File: src/rtl/burstcfg_pkg.sv
package burstcfg_pkg;

   typedef enum logic [1:0] {
      SEQ_IDLE    = 2'd0,
      SEQ_GOT_ONE = 2'd1,
      SEQ_GOT_TWO = 2'd2,
      SEQ_LOCKOUT = 2'd3
   } seq_state_e;

   // indices into the matcher hit vector
   localparam int HIT_UNLOCK_A = 0;
   localparam int HIT_UNLOCK_B = 1;
   localparam int HIT_CONFIRM  = 2;
   localparam int HIT_CLEAR    = 3;
   localparam int NUM_HITS     = 4;

endpackage

File: src/rtl/burstcfg_cmd_match.sv
module burstcfg_cmd_match #(
   parameter int          CMP_W      = 12,
   parameter int          DATA_W     = 8,
   parameter logic [11:0] MATCH_ADDR = 12'h555,
   parameter logic [7:0]  MATCH_DATA = 8'hAA,
   parameter bit          ANY_ADDR   = 1'b0
) (
   input  logic [CMP_W-1:0]  low_addr,
   input  logic [DATA_W-1:0] data,
   output logic              hit
);

   localparam logic [CMP_W-1:0]  ADDR_KEY = CMP_W'(MATCH_ADDR);
   localparam logic [DATA_W-1:0] DATA_KEY = DATA_W'(MATCH_DATA);

   generate
      if (ANY_ADDR) begin : g_data_only
         assign hit = (data == DATA_KEY);
         logic unused_addr;
         assign unused_addr = ^low_addr;
      end else begin : g_addr_data
         assign hit = (data == DATA_KEY) && (low_addr == ADDR_KEY);
      end
   endgenerate

endmodule

File: src/rtl/burstcfg_seq_fsm.sv
module burstcfg_seq_fsm
   import burstcfg_pkg::*;
(
   input  logic                clk,
   input  logic                rst_n,
   input  logic                wr_en,
   input  logic                busy,
   input  logic [NUM_HITS-1:0] hit,
   output logic                load_req,
   output logic                locked_out
);

   seq_state_e state_q, state_d;

   always_comb begin
      state_d  = state_q;
      load_req = 1'b0;
      if (wr_en) begin
         if (hit[HIT_CLEAR]) begin
            state_d = SEQ_IDLE;
         end else begin
            unique case (state_q)
               SEQ_IDLE:    state_d = hit[HIT_UNLOCK_A] ? SEQ_GOT_ONE : SEQ_LOCKOUT;
               SEQ_GOT_ONE: state_d = hit[HIT_UNLOCK_B] ? SEQ_GOT_TWO : SEQ_LOCKOUT;
               SEQ_GOT_TWO: begin
                  if (hit[HIT_CONFIRM]) begin
                     state_d  = SEQ_IDLE;
                     load_req = !busy;
                  end else begin
                     state_d = SEQ_LOCKOUT;
                  end
               end
               default:     state_d = SEQ_LOCKOUT;
            endcase
         end
      end
   end

   always_ff @(posedge clk or negedge rst_n) begin
      if (!rst_n) state_q <= SEQ_IDLE;
      else        state_q <= state_d;
   end

   assign locked_out = (state_q == SEQ_LOCKOUT);

endmodule

File: src/rtl/burstcfg_store.sv
module burstcfg_store #(
   parameter int   CODE_W       = 8,
   parameter int   WAIT_W       = 3,
   parameter logic [7:0] DEFAULT_CODE = 8'h80,
   parameter bit   SYNC_ON_ZERO = 1'b1
) (
   input  logic                        clk,
   input  logic                        rst_n,
   input  logic                        load,
   input  logic [CODE_W-1:0]           code_in,
   output logic                        sync_en,
   output logic [WAIT_W-1:0]           wait_cnt,
   output logic [CODE_W-WAIT_W-2:0]    param,
   output logic                        update
);

   localparam int MODE_BIT = CODE_W - 1;
   localparam int PARAM_W  = CODE_W - WAIT_W - 1;
   localparam logic [CODE_W-1:0] RST_CODE = CODE_W'(DEFAULT_CODE);

   logic [CODE_W-1:0] code_q;
   logic              update_q;

   always_ff @(posedge clk or negedge rst_n) begin
      if (!rst_n) begin
         code_q   <= RST_CODE;
         update_q <= 1'b0;
      end else begin
         update_q <= load;
         if (load) code_q <= code_in;
      end
   end

   generate
      if (SYNC_ON_ZERO) begin : g_sync_low
         assign sync_en = ~code_q[MODE_BIT];
      end else begin : g_sync_high
         assign sync_en = code_q[MODE_BIT];
      end
   endgenerate

   assign wait_cnt = code_q[WAIT_W-1:0];
   assign param    = code_q[WAIT_W +: PARAM_W];
   assign update   = update_q;

endmodule

File: src/rtl/burstcfg_decoder.sv
module burstcfg_decoder
   import burstcfg_pkg::*;
#(
   parameter int          ADDR_W       = 20,
   parameter int          DATA_W       = 8,
   parameter int          CMP_W        = 12,
   parameter int          WAIT_W       = 3,
   parameter logic [11:0] UNLOCK_A_ADR = 12'h555,
   parameter logic [7:0]  UNLOCK_A_DAT = 8'hAA,
   parameter logic [11:0] UNLOCK_B_ADR = 12'h2AA,
   parameter logic [7:0]  UNLOCK_B_DAT = 8'h55,
   parameter logic [7:0]  CONFIRM_DAT  = 8'hC0,
   parameter logic [7:0]  CLEAR_DAT    = 8'hF0,
   parameter logic [7:0]  DEFAULT_CODE = 8'h80,
   parameter bit          SYNC_ON_ZERO = 1'b1
) (
   input  logic                          clk,
   input  logic                          rst_n,
   input  logic                          wr_en,
   input  logic [ADDR_W-1:0]             wr_addr,
   input  logic [DATA_W-1:0]             wr_data,
   input  logic                          busy,
   output logic                          cfg_sync_en,
   output logic [WAIT_W-1:0]             cfg_wait,
   output logic [ADDR_W-CMP_W-WAIT_W-2:0] cfg_param,
   output logic                          cfg_update,
   output logic                          seq_error
);

   localparam int CODE_W = ADDR_W - CMP_W;

   localparam logic [11:0] STEP_ADR [NUM_HITS] = '{UNLOCK_A_ADR, UNLOCK_B_ADR, UNLOCK_A_ADR, 12'h000};
   localparam logic [7:0]  STEP_DAT [NUM_HITS] = '{UNLOCK_A_DAT, UNLOCK_B_DAT, CONFIRM_DAT, CLEAR_DAT};
   localparam bit          STEP_ANY [NUM_HITS] = '{1'b0, 1'b0, 1'b0, 1'b1};

   generate
      if (CMP_W < 1 || CMP_W > 12) begin : g_bad_cmp
         $error("CMP_W must lie in 1..12");
      end
      if (CODE_W < WAIT_W + 2) begin : g_bad_code
         $error("address above CMP_W too narrow for mode, wait and parameter fields");
      end
      if (DATA_W < 1 || DATA_W > 8) begin : g_bad_data
         $error("DATA_W must lie in 1..8");
      end
      if (DEFAULT_CODE[CODE_W-1] != SYNC_ON_ZERO) begin : g_bad_default
         $error("DEFAULT_CODE must select asynchronous mode");
      end
   endgenerate

   logic [NUM_HITS-1:0] hit;

   generate
      for (genvar i = 0; i < NUM_HITS; i++) begin : g_match
         burstcfg_cmd_match #(
            .CMP_W      (CMP_W),
            .DATA_W     (DATA_W),
            .MATCH_ADDR (STEP_ADR[i]),
            .MATCH_DATA (STEP_DAT[i]),
            .ANY_ADDR   (STEP_ANY[i])
         ) u_match (
            .low_addr (wr_addr[CMP_W-1:0]),
            .data     (wr_data),
            .hit      (hit[i])
         );
      end
   endgenerate

   logic load_req;

   burstcfg_seq_fsm u_fsm (
      .clk        (clk),
      .rst_n      (rst_n),
      .wr_en      (wr_en),
      .busy       (busy),
      .hit        (hit),
      .load_req   (load_req),
      .locked_out (seq_error)
   );

   burstcfg_store #(
      .CODE_W       (CODE_W),
      .WAIT_W       (WAIT_W),
      .DEFAULT_CODE (DEFAULT_CODE),
      .SYNC_ON_ZERO (SYNC_ON_ZERO)
   ) u_store (
      .clk      (clk),
      .rst_n    (rst_n),
      .load     (load_req),
      .code_in  (wr_addr[ADDR_W-1:CMP_W]),
      .sync_en  (cfg_sync_en),
      .wait_cnt (cfg_wait),
      .param    (cfg_param),
      .update   (cfg_update)
   );

endmodule

File: config.mk
export PLATFORM = sky130hd
export DESIGN_NAME = burstcfg_decoder
export DESIGN_NICKNAME = d
export VERILOG_FILES = /design/src/rtl/burstcfg_pkg.sv /design/src/rtl/burstcfg_cmd_match.sv /design/src/rtl/burstcfg_seq_fsm.sv /design/src/rtl/burstcfg_store.sv /design/src/rtl/burstcfg_decoder.sv
export SDC_FILE = /design/constraint.sdc
export NUM_CORES = 1
export LEC_CHECK = 0
export CAP_MARGIN = 30
export CELL_PAD_IN_SITES_DETAIL_PLACEMENT = 0
export CELL_PAD_IN_SITES_GLOBAL_PLACEMENT = 1
export CORE_ASPECT_RATIO = 2
export CORE_MARGIN = 2
export CORE_UTILIZATION = 30
export DETAILED_ROUTE_END_ITERATION = 16
export GPL_ROUTABILITY_DRIVEN = 0
export PLACE_DENSITY_LB_ADDON = 0.1
export SLEW_MARGIN = 20
export SYNTH_ARGS = -nofsm -noshare
export SYNTH_HDL_FRONTEND = slang
export SYNTH_HIERARCHICAL = 1
export SYNTH_SLANG_ARGS = --single-unit
File: constraint.sdc
create_clock -name clk -period 4.25 [get_ports clk]
set_input_delay 0.425 -clock clk [delete_from_list [all_inputs] [get_ports clk]]
set_output_delay 0.425 -clock clk [all_outputs]
set_load 0.005 [all_outputs]
# Word-level counts from Yosys, hierarchy flattened
# Index checks and enable logic that the tools add are counted.
[classes]
eq_ne = 9
mux = 9
n_bitwise = 1
reduce_logical = 5
[op_table]
columns = ["cell", "count"]
rows = [
  ["$eq A8 B8 Y1 const B", 3],
  ["$eq A12 B10 Y1 const B", 1],
  ["$eq A12 B11 Y1 const B", 1],
  ["$eq A8 B7 Y1 const B", 1],
  ["$mux W2", 3],
  ["$pmux W2 S3", 1],
  ["$mux W1", 5],
  ["$eq A2 B2 Y1 const B", 2],
  ["$logic_and A1 B1 Y1", 3],
  ["$eq A2 B1 Y1 const B", 1],
  ["$logic_not A2 Y1", 1],
  ["$logic_not A1 Y1", 1],
  ["$not A1 Y1", 1],
]
[totals]
register_bits = 11
inputBits = 32
out_inout_bits = 10
word_cells = 27

# Logic depth before layout (Yosys ltp)
# Gate-level depths: netlist of run 1.
[logic_depth]
word_depth = 6
mapped_depth = 7
depth_no_buf = 6

# Modules after synthesis
# Netlist of run 1, hierarchy kept.
[by_module_without_submodules]
columns = ["mod", "n_inst", "cells_per_inst", "area_each_um2", "seq_area_each_um2"]
rows = [
  ["burstcfg_store", 1, 26, 414.1, 226.5],
  ["burstcfg_cmd_match (g_match[1].u_match ...)", 2, 8, 71.3, 0.0],
  ["burstcfg_seq_fsm", 1, 14, 118.9, 50.0],
  ["burstcfg_cmd_match (g_match[0].u_match)", 1, 8, 76.3, 0.0],
  ["burstcfg_cmd_match (g_match[3].u_match)", 1, 3, 27.5, 0.0],
]

# Least setup slack after synthesis of run 1
# OpenSTA, ideal clock, no wires.
[synth_path]
path_kind = "in2reg"
startpoint = "input port wr_data[3]"
endpoint = "register u_store.code_q[0]"
setup_time_ns = 0.125
arrival_time_ns = 1.765
required_time_ns = 4.125
slack_ns = 2.360
cell_stages = 7
n_path_buf = 1
cell_sequence = "and4bb_2 > nand3_1 > nor2_1 > nand2_1 > nor4_1 > buf_6 > mux2_4"
[synth_between]
elab_chain_len = 6
word_cells_on_any_way = 7
classes_between = "eq/ne: 2; mux: 4; reduce/logical: 1"
[synth_lines]
columns = ["element", "line_no", "text"]
rows = [
  ["from (decl)", "burstcfg_decoder.sv:21", "input logic [DATA_W-1:0] wr_data,"],
  ["$eq A8 B8 Y1", "burstcfg_cmd_match.sv:22", "assign hit = (data == DATA_KEY) && (low_addr == ADDR_KEY);"],
  ["$logic_and A1 B1 Y1", "burstcfg_cmd_match.sv:22", ""],
  ["net hit[2]", "burstcfg_decoder.sv:51", "logic [NUM_HITS-1:0] hit;"],
  ["$mux W1", "burstcfg_seq_fsm.sv:26", "if (hit[HIT_CONFIRM]) begin"],
  ["$mux W1", "burstcfg_seq_fsm.sv:22", "unique case (state_q)"],
  ["$mux W1", "burstcfg_seq_fsm.sv:19", "if (hit[HIT_CLEAR]) begin"],
  ["$mux W1", "burstcfg_seq_fsm.sv:18", "if (wr_en) begin"],
  ["net load_req", "burstcfg_decoder.sv:69", "logic load_req;"],
  ["to (signal assigned)", "burstcfg_store.sv:30", "if (load) code_q <= code_in;"],
  ["to (decl)", "burstcfg_store.sv:21", "logic [CODE_W-1:0] code_q;"],
]
# The timed path passes the listed nets, and every way through them passes these cells.
# A chain may end at the register's enable or synchronous reset.

# Worst setup path in the final report of run 1
[layout_path]
startpoint = "input port wr_data[0]"
endpoint = "register u_store.code_q[0]"
# The elaborated chain is that of the path after synthesis.

==> flow_summary.html, run 1 <==
<table>
<tr><th>Metric</th><th>Value</th></tr>
<tr><th colspan="2">Power</th></tr>
<tr><td>Net Sw Frac</td><td>between 10% and 20%</td></tr>
<tr><td>Power Dens Cells</td><td>between 200 and 250 mW/mm^2</td></tr>
<tr><td>Sequential Power Share</td><td>41.8%</td></tr>
<tr><td>Max VDD drop</td><td>between 0.08 and 0.09 mV</td></tr>
<tr><td>Internal power</td><td>~0.0002 W</td></tr>
<tr><td>Leakage</td><td>about 0.45 nW</td></tr>
<tr><td>Share of total power in the clock network</td><td>between 30 and 40%</td></tr>
<tr><td>Net switching power</td><td>slightly below 0.00005 W</td></tr>
<tr><td>Part of the power in combinational logic</td><td>between 10% and 20%</td></tr>
<tr><th colspan="2">Floorplan</th></tr>
<tr><td>Starting density of the core</td><td>31.1%</td></tr>
<tr><td>Width of the die</td><td>around 40 um</td></tr>
<tr><td>I/O pin count</td><td>42</td></tr>
<tr><td>Core area</td><td>0.00250 mm^2</td></tr>
<tr><td>Number of placement rows</td><td>26</td></tr>
<tr><td>Die H</td><td>roughly 76 um</td></tr>
<tr><td>Overall die area</td><td>slightly above 0.003 mm^2</td></tr>
<tr><th colspan="2">Logic synthesis</th></tr>
<tr><td>Post-Syn Area</td><td>approximately 780 um^2</td></tr>
<tr><td>Share of the yosys chip area belonging to registers</td><td>between 30% and 40%</td></tr>
<tr><td>Gate count of the mapped netlist</td><td>67</td></tr>
<tr><td>Largest cells by area after synthesis</td><td>dfrtp_1 (32%), mux2_4 (15%), and4bb_2 (8.0%)</td></tr>
<tr><td>Register bit count reported by yosys</td><td>11</td></tr>
<tr><td>Warnings from Yosys</td><td>6</td></tr>
<tr><td>Cell type with the highest aggregate area in the netlist</td><td>dfrtp_1</td></tr>
<tr><td>Number of enable-type register cells in the synthesized netlist</td><td>0</td></tr>
<tr><td>Prevailing post-synth register cell</td><td>dfrtp_1</td></tr>
<tr><td>Most instantiated library cell after synthesis</td><td>dfrtp_1</td></tr>
<tr><td>Commonest cells in the netlist</td><td>dfrtp_1 (10), mux2_4 (8), buf_4 (7)</td></tr>
<tr><td>Number of nets in the synthesized netlist</td><td>99</td></tr>
<tr><td>Area share of the largest cell type after synthesis</td><td>around a third</td></tr>
<tr><td>Async SR Flop Fraction</td><td>between 90% and 100%</td></tr>
<tr><td>Distinct cell type count after synthesis</td><td>23</td></tr>
<tr><td>Synthesized area divided by synthesized cell count</td><td>roughly 12 um^2</td></tr>
<tr><th colspan="2">Route</th></tr>
<tr><td>Number of detailed-routing iterations run before antenna repair</td><td>3</td></tr>
<tr><td>Routed wire length per instance</td><td>about 14 um</td></tr>
<tr><td>Number of violations reported at the end of detailed-routing iteration 0</td><td>14</td></tr>
<tr><td>Post-Route WL</td><td>approximately 1.9 mm</td></tr>
<tr><td>Remaining antenna violation count</td><td>0</td></tr>
<tr><td>DR DRC count</td><td>0</td></tr>
<tr><td>Via/cell ratio</td><td>a little over 5</td></tr>
<tr><td>Total via count in the routed design</td><td>between 600 and 700</td></tr>
<tr><th colspan="2">Timing</th></tr>
<tr><td>Setup repair after global routing missed its margin</td><td>false</td></tr>
<tr><td>Setup Viol. Count Final</td><td>0</td></tr>
<tr><td>Transition time at the pin with the least slew margin</td><td>around 490 ps</td></tr>
<tr><td>Final Hold Fails</td><td>0</td></tr>
<tr><td>Minimum clock period</td><td>~2200 ps</td></tr>
<tr><td>Minimum hold slack</td><td>505 ps</td></tr>
<tr><td>Min setup slack post-route</td><td>slightly above 2000 ps</td></tr>
<tr><td>Highest attainable clock frequency</td><td>around 450 MHz</td></tr>
<tr><td>Worst-case clock skew</td><td>~0.73 ps</td></tr>
<tr><td>Period Utilization, post-route</td><td>between 50% and 60%</td></tr>
<tr><td>Relative max-transition margin</td><td>between 60% and 70%</td></tr>
<tr><td>Max-slew violation total from the final report</td><td>0</td></tr>
<tr><td>Total negative slack</td><td>0 ps</td></tr>
<tr><th colspan="2">Worst setup path</th></tr>
<tr><td>Slowest stage cell, crit path</td><td>clkdlybuf4s50_1</td></tr>
<tr><td>Most used cell along the critical path</td><td>nand2_1</td></tr>
<tr><td>CP Cell Sequence</td><td>clkdlybuf4s50_1 &gt; nor4b_1 &gt; nand2_1 &gt; nor2_1 &gt; nand2_1 &gt; nor4_2 &gt; buf_4 &gt; mux2_4</td></tr>
<tr><td>R2R depth</td><td>4</td></tr>
<tr><td>Critical Path Fanout Max</td><td>9</td></tr>
<tr><td>Worst setup SP type</td><td>primary input</td></tr>
<tr><td>Worst setup EP type</td><td>flop</td></tr>
<tr><td>Logic depth of the worst path, buffers included</td><td>8</td></tr>
<tr><td>Worst EP required</td><td>4360 ps</td></tr>
<tr><td>Top Family by Delay on Critical Path</td><td>simple AND/OR/NAND/NOR gates</td></tr>
<tr><td>Data arrival time of the critical path</td><td>between 2000 and 2500 ps</td></tr>
<tr><td>Number of buffers and inverters on the critical path</td><td>2</td></tr>
<tr><td>Delay contributed by the slowest stage of the critical path</td><td>approximately 500 ps</td></tr>
<tr><td>Worst Path Class, Setup</td><td>in -&gt; reg</td></tr>
<tr><th colspan="2">Clocking</th></tr>
<tr><td>Num CTS Buffers</td><td>3</td></tr>
<tr><td>CTS tree</td><td>built</td></tr>
<tr><td>Root buffer selected by CTS</td><td>clkbuf_8</td></tr>
<tr><td>H-tree level count</td><td>1</td></tr>
<tr><td>CTS sink cnt</td><td>11</td></tr>
<tr><td>Post-CTS Setup Inserts</td><td>0</td></tr>
<tr><td>Clock latency on the worst-skew pair</td><td>approximately 230 ps</td></tr>
<tr><td>Post-CTS Resized</td><td>0</td></tr>
<tr><td>Hold-fix buffers at CTS</td><td>0</td></tr>
<tr><td>Clock-pin slew on the worst setup and hold paths</td><td>50 ps</td></tr>
<tr><td>Clock tree buffer depth</td><td>2</td></tr>
<tr><th colspan="2">Min path</th></tr>
<tr><td>Hold crit path type</td><td>reg -&gt; reg</td></tr>
<tr><td>WHS Path Cells</td><td>1</td></tr>
<tr><th colspan="2">Job</th></tr>
<tr><td>Max-cap viol count</td><td>0</td></tr>
<tr><th colspan="2">Final layout</th></tr>
<tr><td>Area used by multi-input combinational logic</td><td>442 um^2</td></tr>
<tr><td>Layout Utilization</td><td>approximately 49%</td></tr>
<tr><td>Final Net Count</td><td>approximately 140</td></tr>
<tr><td>Count of placed standard cells in the final layout, fillers left out</td><td>roughly 130</td></tr>
<tr><td>Fraction of layout cells with a size suffix above 1</td><td>about 23%</td></tr>
<tr><td>Antenna diode instance count</td><td>0</td></tr>
<tr><td>Fill count</td><td>roughly 240</td></tr>
<tr><td>Sequential cell area</td><td>277 um^2</td></tr>
<tr><td>Area overhead of the layout relative to synthesis</td><td>56.5%</td></tr>
<tr><th colspan="2">Place</th></tr>
<tr><td>Placed cells</td><td>between 100 and 150</td></tr>
<tr><td>Total of buffers placed on input and output ports</td><td>roughly 40</td></tr>
<tr><td>DP Wirelength</td><td>between 1.5 and 2 mm</td></tr>
<tr><td>Pre-CTS setup slack</td><td>approximately 1800 ps</td></tr>
<tr><th colspan="2">Global routing</th></tr>
<tr><td>First-pass GRT wire length</td><td>3.12 mm</td></tr>
<tr><td>Gr ovfl total</td><td>0</td></tr>
<tr><td>Overall fraction of global-route tracks in use</td><td>roughly 14%</td></tr>
<tr><td>Vias in the first global route</td><td>715</td></tr>
<tr><td>Initial antenna violation count</td><td>0</td></tr>
<tr><td>Largest net degree at the start of global routing</td><td>12</td></tr>
<tr><th colspan="2">Run status</th></tr>
<tr><td>Result of the run</td><td>complete, no violations</td></tr>
</table>
-- worst reg2reg max path, stage by stage, from the launching register on --
cell	delay, ps
dfrtp_1	390
nand2_1	110
nor4_2	220
buf_4	240
mux2_4	320
-- power by group through the flow --
| stage | Sequential [W] | Clock [W] | Combinational [W] |
|---|---|---|---|
| after floorplan | 0.000107 | 0 | 0.00000806 |
| after global placement | 0.000107 | 0 | 0.0000466 |
| after detailed placement | 0.000107 | 0 | 0.0000468 |
| after CTS | 0.000105 | 0.000104 | 0.0000468 |
| after global routing | 0.000105 | 0.000112 | 0.0000500 |
| final | 0.000105 | 0.000100 | 0.0000462 |
-- flip-flops by register name, indices dropped and copies added, names as in the netlist --
signal,count
u_store/code_q,8
u_fsm/state_q,2
u_store/update,1
-- layout make-up --
class | count | share of cell area (%)
clock buffers | 4 | 3.69
inverters | 1 | 0.308
multi-input cells | 47 | 36.2
flip-flops and latches | 11 | 22.7
well taps | 28 | 2.87
repair buffers | 42 | 34.3
-- path summary, 6_finish.rpt --
kind,slack [ps],start,to
worst max-delay path,2040,wr_data[0],u_store/code_q[0]
worst min-delay path,510,u_store/code_q[6],u_store/code_q[6]
worst max register to register,2850,u_fsm/state_q[1],u_store/code_q[0]
worst min register to register,510,u_store/code_q[6],u_store/code_q[6]
max in group asynchronous,3370,rst_n,u_store/code_q[7]
min in group asynchronous,530,rst_n,u_store/code_q[1]
-- cells in the final DEF (no fill, tap or decap) --
| cell | instances |
|---|---|
| and2_2 | 1 |
| nor2_4 | 1 |
| nand4bb_1 | 1 |
| dfstp_2 | 1 |
| nand2b_1 | 2 |
| nor4b_2 | 2 |
| dfrtp_1 | 10 |
| a21oi_1 | 4 |
| clkbuf_8 | 3 |
| clkdlybuf4s50_1 | 41 |
| mux2_4 | 8 |
| nand4_1 | 2 |
| and4bb_1 | 4 |
| nor4bb_1 | 1 |
| o21bai_1 | 2 |
| nor4b_1 | 1 |
| nor4_2 | 2 |
| and4bb_2 | 5 |
| clkbuf_1 | 1 |
| buf_4 | 1 |
| nor2_1 | 4 |
| inv_1 | 1 |
| nand2_1 | 4 |
| nand3_1 | 3 |
-- metal layers --
layer	vias to the layer above	GRT usage, %	wire length (um)	part of all wire [%]
li1	325	-	-	-
met1	317	13.3	576	31
met2	32	26.3	1120	60
met3	5	2.04	112	6.0
met4	0	8.28	45	2.4
met5	-	0	0	0
-- kinds of logic after synthesis --
| family | count (synthesis) | share of synthesized area, % |
|---|---|---|
| DFF | 11 | 35.5 |
| AOI/OAI and AO/OA | 6 | 4.49 |
| buffers and inverters | 9 | 8.67 |
| muxes | 8 | 15.4 |
| and+or+nand+nor | 33 | 36.0 |
-- stage by stage --
stage / instance area, um^2 / power [W]
after global placement: 1170 / 0.000153
after global routing: 1220 / 0.000267
final: 1220 / 0.000252
after detailed placement: 1170 / 0.000154
after CTS: 1220 / 0.000256
after floorplan: 779 / 0.000115
Power figures use the tool's default switching activity.
==> inputs of run 2 (changes only) <==
--- a/config.mk
+++ b/config.mk
@@ -10,7 +10,7 @@
 export CELL_PAD_IN_SITES_GLOBAL_PLACEMENT = 1
 export CORE_ASPECT_RATIO = 2
 export CORE_MARGIN = 2
-export CORE_UTILIZATION = 30
+export CORE_UTILIZATION = 25
 export DETAILED_ROUTE_END_ITERATION = 16
 export GPL_ROUTABILITY_DRIVEN = 0
 export PLACE_DENSITY_LB_ADDON = 0.1
==> constraint.sdc (replaced) <==
create_clock -name clk -period 1.78 [get_ports clk]
set_input_delay 0.178 -clock clk [delete_from_list [all_inputs] [get_ports clk]]
set_output_delay 0.178 -clock clk [all_outputs]
set_load 0.005 [all_outputs]
==> run 2 against run 1 <==
Via count grew 8.4%. Global-route usage shrank 0.34 points. Cell area grew 16%. Highest routed layer unchanged. Largest power group unchanged. First-iteration DRC count is 100% lower. Combinational power grew to 2.9 times the previous value.
==> flow_summary.html, run 2 (synthesized netlist as in run 1, its figures left out) <==
<table>
<tr><th>Metric</th><th>Value</th></tr>
<tr><th colspan="2">Power</th></tr>
<tr><td>Max VDD drop</td><td>0.199 mV (+130%)</td></tr>
<tr><td>Leakage</td><td>0.641 nW (+41%)</td></tr>
<tr><td>Power Dens Cells</td><td>446 mW/mm^2 (+120%)</td></tr>
<tr><th colspan="2">Worst setup path</th></tr>
<tr><td>Worst setup SP type</td><td>primary input</td></tr>
<tr><td>Reg2reg setup slack</td><td>410 ps (-2440 ps)</td></tr>
<tr><td>R2R depth</td><td>3 (-1)</td></tr>
<tr><td>Data arrival time of the critical path</td><td>1780 ps (-540 ps)</td></tr>
<tr><td>Worst setup EP type</td><td>flop</td></tr>
<tr><td>Start point of the critical path</td><td>wr_data[2]</td></tr>
<tr><td>Worst EP required</td><td>1900 ps (-2460 ps)</td></tr>
<tr><td>Critical Path Fanout Max</td><td>4 (-5)</td></tr>
<tr><td>FF-to-FF End</td><td>u_store/code_q[5]</td></tr>
<tr><td>Reg2Reg Launch Point</td><td>u_fsm/state_q[0]</td></tr>
<tr><td>Worst Path Class, Setup</td><td>in -&gt; reg</td></tr>
<tr><th colspan="2">Timing</th></tr>
<tr><td>Relative max-transition margin</td><td>65.7% (-1.8 points)</td></tr>
<tr><td>Highest attainable clock frequency</td><td>603 MHz</td></tr>
<tr><td>Setup Viol. Count Final</td><td>0 (unchanged)</td></tr>
<tr><td>Setup repair after global routing missed its margin</td><td>false</td></tr>
<tr><td>Worst-case clock skew</td><td>3.92 ps (+3.19 ps)</td></tr>
<tr><td>Final Hold Fails</td><td>0 (unchanged)</td></tr>
<tr><td>Minimum clock period</td><td>approximately 1700 ps</td></tr>
<tr><td>Max-slew violation total from the final report</td><td>0 (unchanged)</td></tr>
<tr><td>Transition time at the pin with the least slew margin</td><td>512 ps (+26.4 ps)</td></tr>
<tr><td>Period Utilization, post-route</td><td>between 90% and 100%</td></tr>
<tr><th colspan="2">Final layout</th></tr>
<tr><td>Fraction of layout cells with a size suffix above 1</td><td>38.7% (+16 points)</td></tr>
<tr><td>Commonest non-fill, non-tap cell in the layout</td><td>clkdlybuf4s50_1</td></tr>
<tr><td>Antenna diode instance count</td><td>0 (unchanged)</td></tr>
<tr><td>Top library cells by usage in the layout, fill and taps aside</td><td>clkdlybuf4s50_1 (21), buf_4 (19), dlygate4sd2_1 (12)</td></tr>
<tr><td>Count of placed standard cells in the final layout, fillers left out</td><td>154 (+16%)</td></tr>
<tr><td>Layout Utilization</td><td>47.7% (-1.0 points)</td></tr>
<tr><td>Area overhead of the layout relative to synthesis</td><td>82.2%</td></tr>
<tr><td>Fill count</td><td>303 (+27%)</td></tr>
<tr><td>Largest register FFs</td><td>8 (unchanged)</td></tr>
<tr><td>Final Net Count</td><td>157 (+14%)</td></tr>
<tr><td>Most flops, register</td><td>u_store/code_q</td></tr>
<tr><th colspan="2">Global routing</th></tr>
<tr><td>Overall fraction of global-route tracks in use</td><td>14.1% (-0.34 points)</td></tr>
<tr><td>First-pass GRT wire length</td><td>3.81 mm (+22%)</td></tr>
<tr><td>Gr ovfl total</td><td>0 (unchanged)</td></tr>
<tr><td>Largest net degree at the start of global routing</td><td>12 (unchanged)</td></tr>
<tr><td>Initial antenna violation count</td><td>0 (unchanged)</td></tr>
<tr><td>Vias in the first global route</td><td>859 (+20%)</td></tr>
<tr><th colspan="2">Route</th></tr>
<tr><td>DR DRC count</td><td>0 (unchanged)</td></tr>
<tr><td>Number of detailed-routing iterations run before antenna repair</td><td>1 (-2)</td></tr>
<tr><td>Total via count in the routed design</td><td>736 (+8.4%)</td></tr>
<tr><td>Remaining antenna violation count</td><td>0 (unchanged)</td></tr>
<tr><td>Via/cell ratio</td><td>4.78 (-6.4%)</td></tr>
<tr><td>Post-Route WL</td><td>2.27 mm (+22%)</td></tr>
<tr><td>Routed wire length per instance</td><td>14.7 um (+5.4%)</td></tr>
<tr><td>Number of violations reported at the end of detailed-routing iteration 0</td><td>0 (-14)</td></tr>
<tr><th colspan="2">Floorplan</th></tr>
<tr><td>Core area</td><td>0.00298 mm^2 (+19%)</td></tr>
<tr><td>Overall die area</td><td>0.00361 mm^2 (+18%)</td></tr>
<tr><td>I/O pin count</td><td>42 (unchanged)</td></tr>
<tr><td>Die H</td><td>83.0 um (+9.0%)</td></tr>
<tr><td>Starting density of the core</td><td>26.2% (-4.9 points)</td></tr>
<tr><td>Number of placement rows</td><td>28 (+7.7%)</td></tr>
<tr><td>Width of the die</td><td>43.5 um (+8.6%)</td></tr>
<tr><th colspan="2">Place</th></tr>
<tr><td>Placed cells</td><td>149 (+16%)</td></tr>
<tr><td>Total of buffers placed on input and output ports</td><td>41 (unchanged)</td></tr>
<tr><td>DP Wirelength</td><td>1.84 mm (+14%)</td></tr>
<tr><th colspan="2">Clocking</th></tr>
<tr><td>Clock tree buffer depth</td><td>2 (unchanged)</td></tr>
<tr><td>Hold-fix buffers at CTS</td><td>0 (unchanged)</td></tr>
<tr><td>H-tree level count</td><td>1 (unchanged)</td></tr>
<tr><td>Num CTS Buffers</td><td>3 (unchanged)</td></tr>
<tr><td>CTS tree</td><td>built</td></tr>
<tr><td>Root buffer selected by CTS</td><td>clkbuf_8</td></tr>
<tr><td>CTS sink cnt</td><td>11 (unchanged)</td></tr>
<tr><td>Clock-pin slew on the worst setup and hold paths</td><td>50 ps (about the same)</td></tr>
<tr><td>Clock latency on the worst-skew pair</td><td>240 ps (about the same)</td></tr>
<tr><td>Post-CTS Setup Inserts</td><td>0 (unchanged)</td></tr>
<tr><th colspan="2">Job</th></tr>
<tr><td>Max-cap viol count</td><td>0 (unchanged)</td></tr>
<tr><th colspan="2">Run status</th></tr>
<tr><td>Result of the run</td><td>complete, no violations</td></tr>
<tr><th colspan="2">Min path</th></tr>
<tr><td>Hold crit path type</td><td>in -&gt; async</td></tr>
</table>
-- run 2: cell types whose count changed in the layout (fill, tap and decap cells not counted), sizes merged --
cell | previous run | this run
clkdlybuf4s50 | 41 | 21
buf | 1 | 20
dlygate4sd2 | 0 | 12
dlymetal6s2s | 0 | 7
clkdlybuf4s15 | 0 | 1
-- run 2: per-layer routing --
metal	global-route usage [%]	routed length, um	up-vias
li1	-	-	360
met4	7.44	46	0
met5	0	0	-
met3	1.74	89	4
met1	12.4	733	342
met2	28.1	1400	30
-- run 2: per-stage QoR --
step / cell area, um^2 / total power (W) / hold slack, ps / TNS [ps] / worst slack (ps)
4_1_cts: 1380 / 0.000643 / 300 / 0 / 2.79
3_5_place_dp: 1310 / 0.000394 / 495 / -3380 / -419
3_3_place_gp: 1310 / 0.000394 / 497 / -3230 / -402
6_report: 1420 / 0.000634 / 283 / 0 / 122
5_1_grt: 1420 / 0.000666 / 330 / 0 / 3.22
2_1_floorplan: 779 / 0.000274 / -118 / 0 / 137
-- run 2: worst max-delay path by stage --
stage / to / depth (start not counted)
2_1_floorplan: u_store/code_q[0] / 7
3_3_place_gp: u_store/code_q[0] / 8
3_5_place_dp: u_store/code_q[1] / 8
4_1_cts: u_store/code_q[0] / 8
5_1_grt: u_store/code_q[3] / 8
6_report: u_store/code_q[5] / 8
-- run 2: cell type report --
class,instances,area [um^2],share of cell area (%)
repair buffers,61,567,39.9
multi-input cells,47,490,34.5
flip-flops and latches,11,277,19.5
clock buffers,4,45.0,3.17
well taps,30,37.5,2.64
inverters,1,3.75,0.264
-- run 2: worst max-delay path, cell delays in order --
cell and delay, ps:
dlygate4sd2_1 260, nor4b_4 290, nand3_2 110, nor2_2 120
nand2_2 80, nor4_4 250, buf_4 200, mux2_4 300
-- run 2: report_power, final --
group          switching [W]  internal, W  leakage, nW
clock network      0.0000927     0.000157       0.0228
registers        0.000000320     0.000251        0.140
logic              0.0000455    0.0000873        0.478
-- run 2: repair_timing --
item | in CTS | in global routing
hold endpoints to repair | 0 | 0
cloned | 1 | 0
resized for setup | 19 | 13
setup endpoints to repair | 8 | 8
pin swaps | 8 | 6
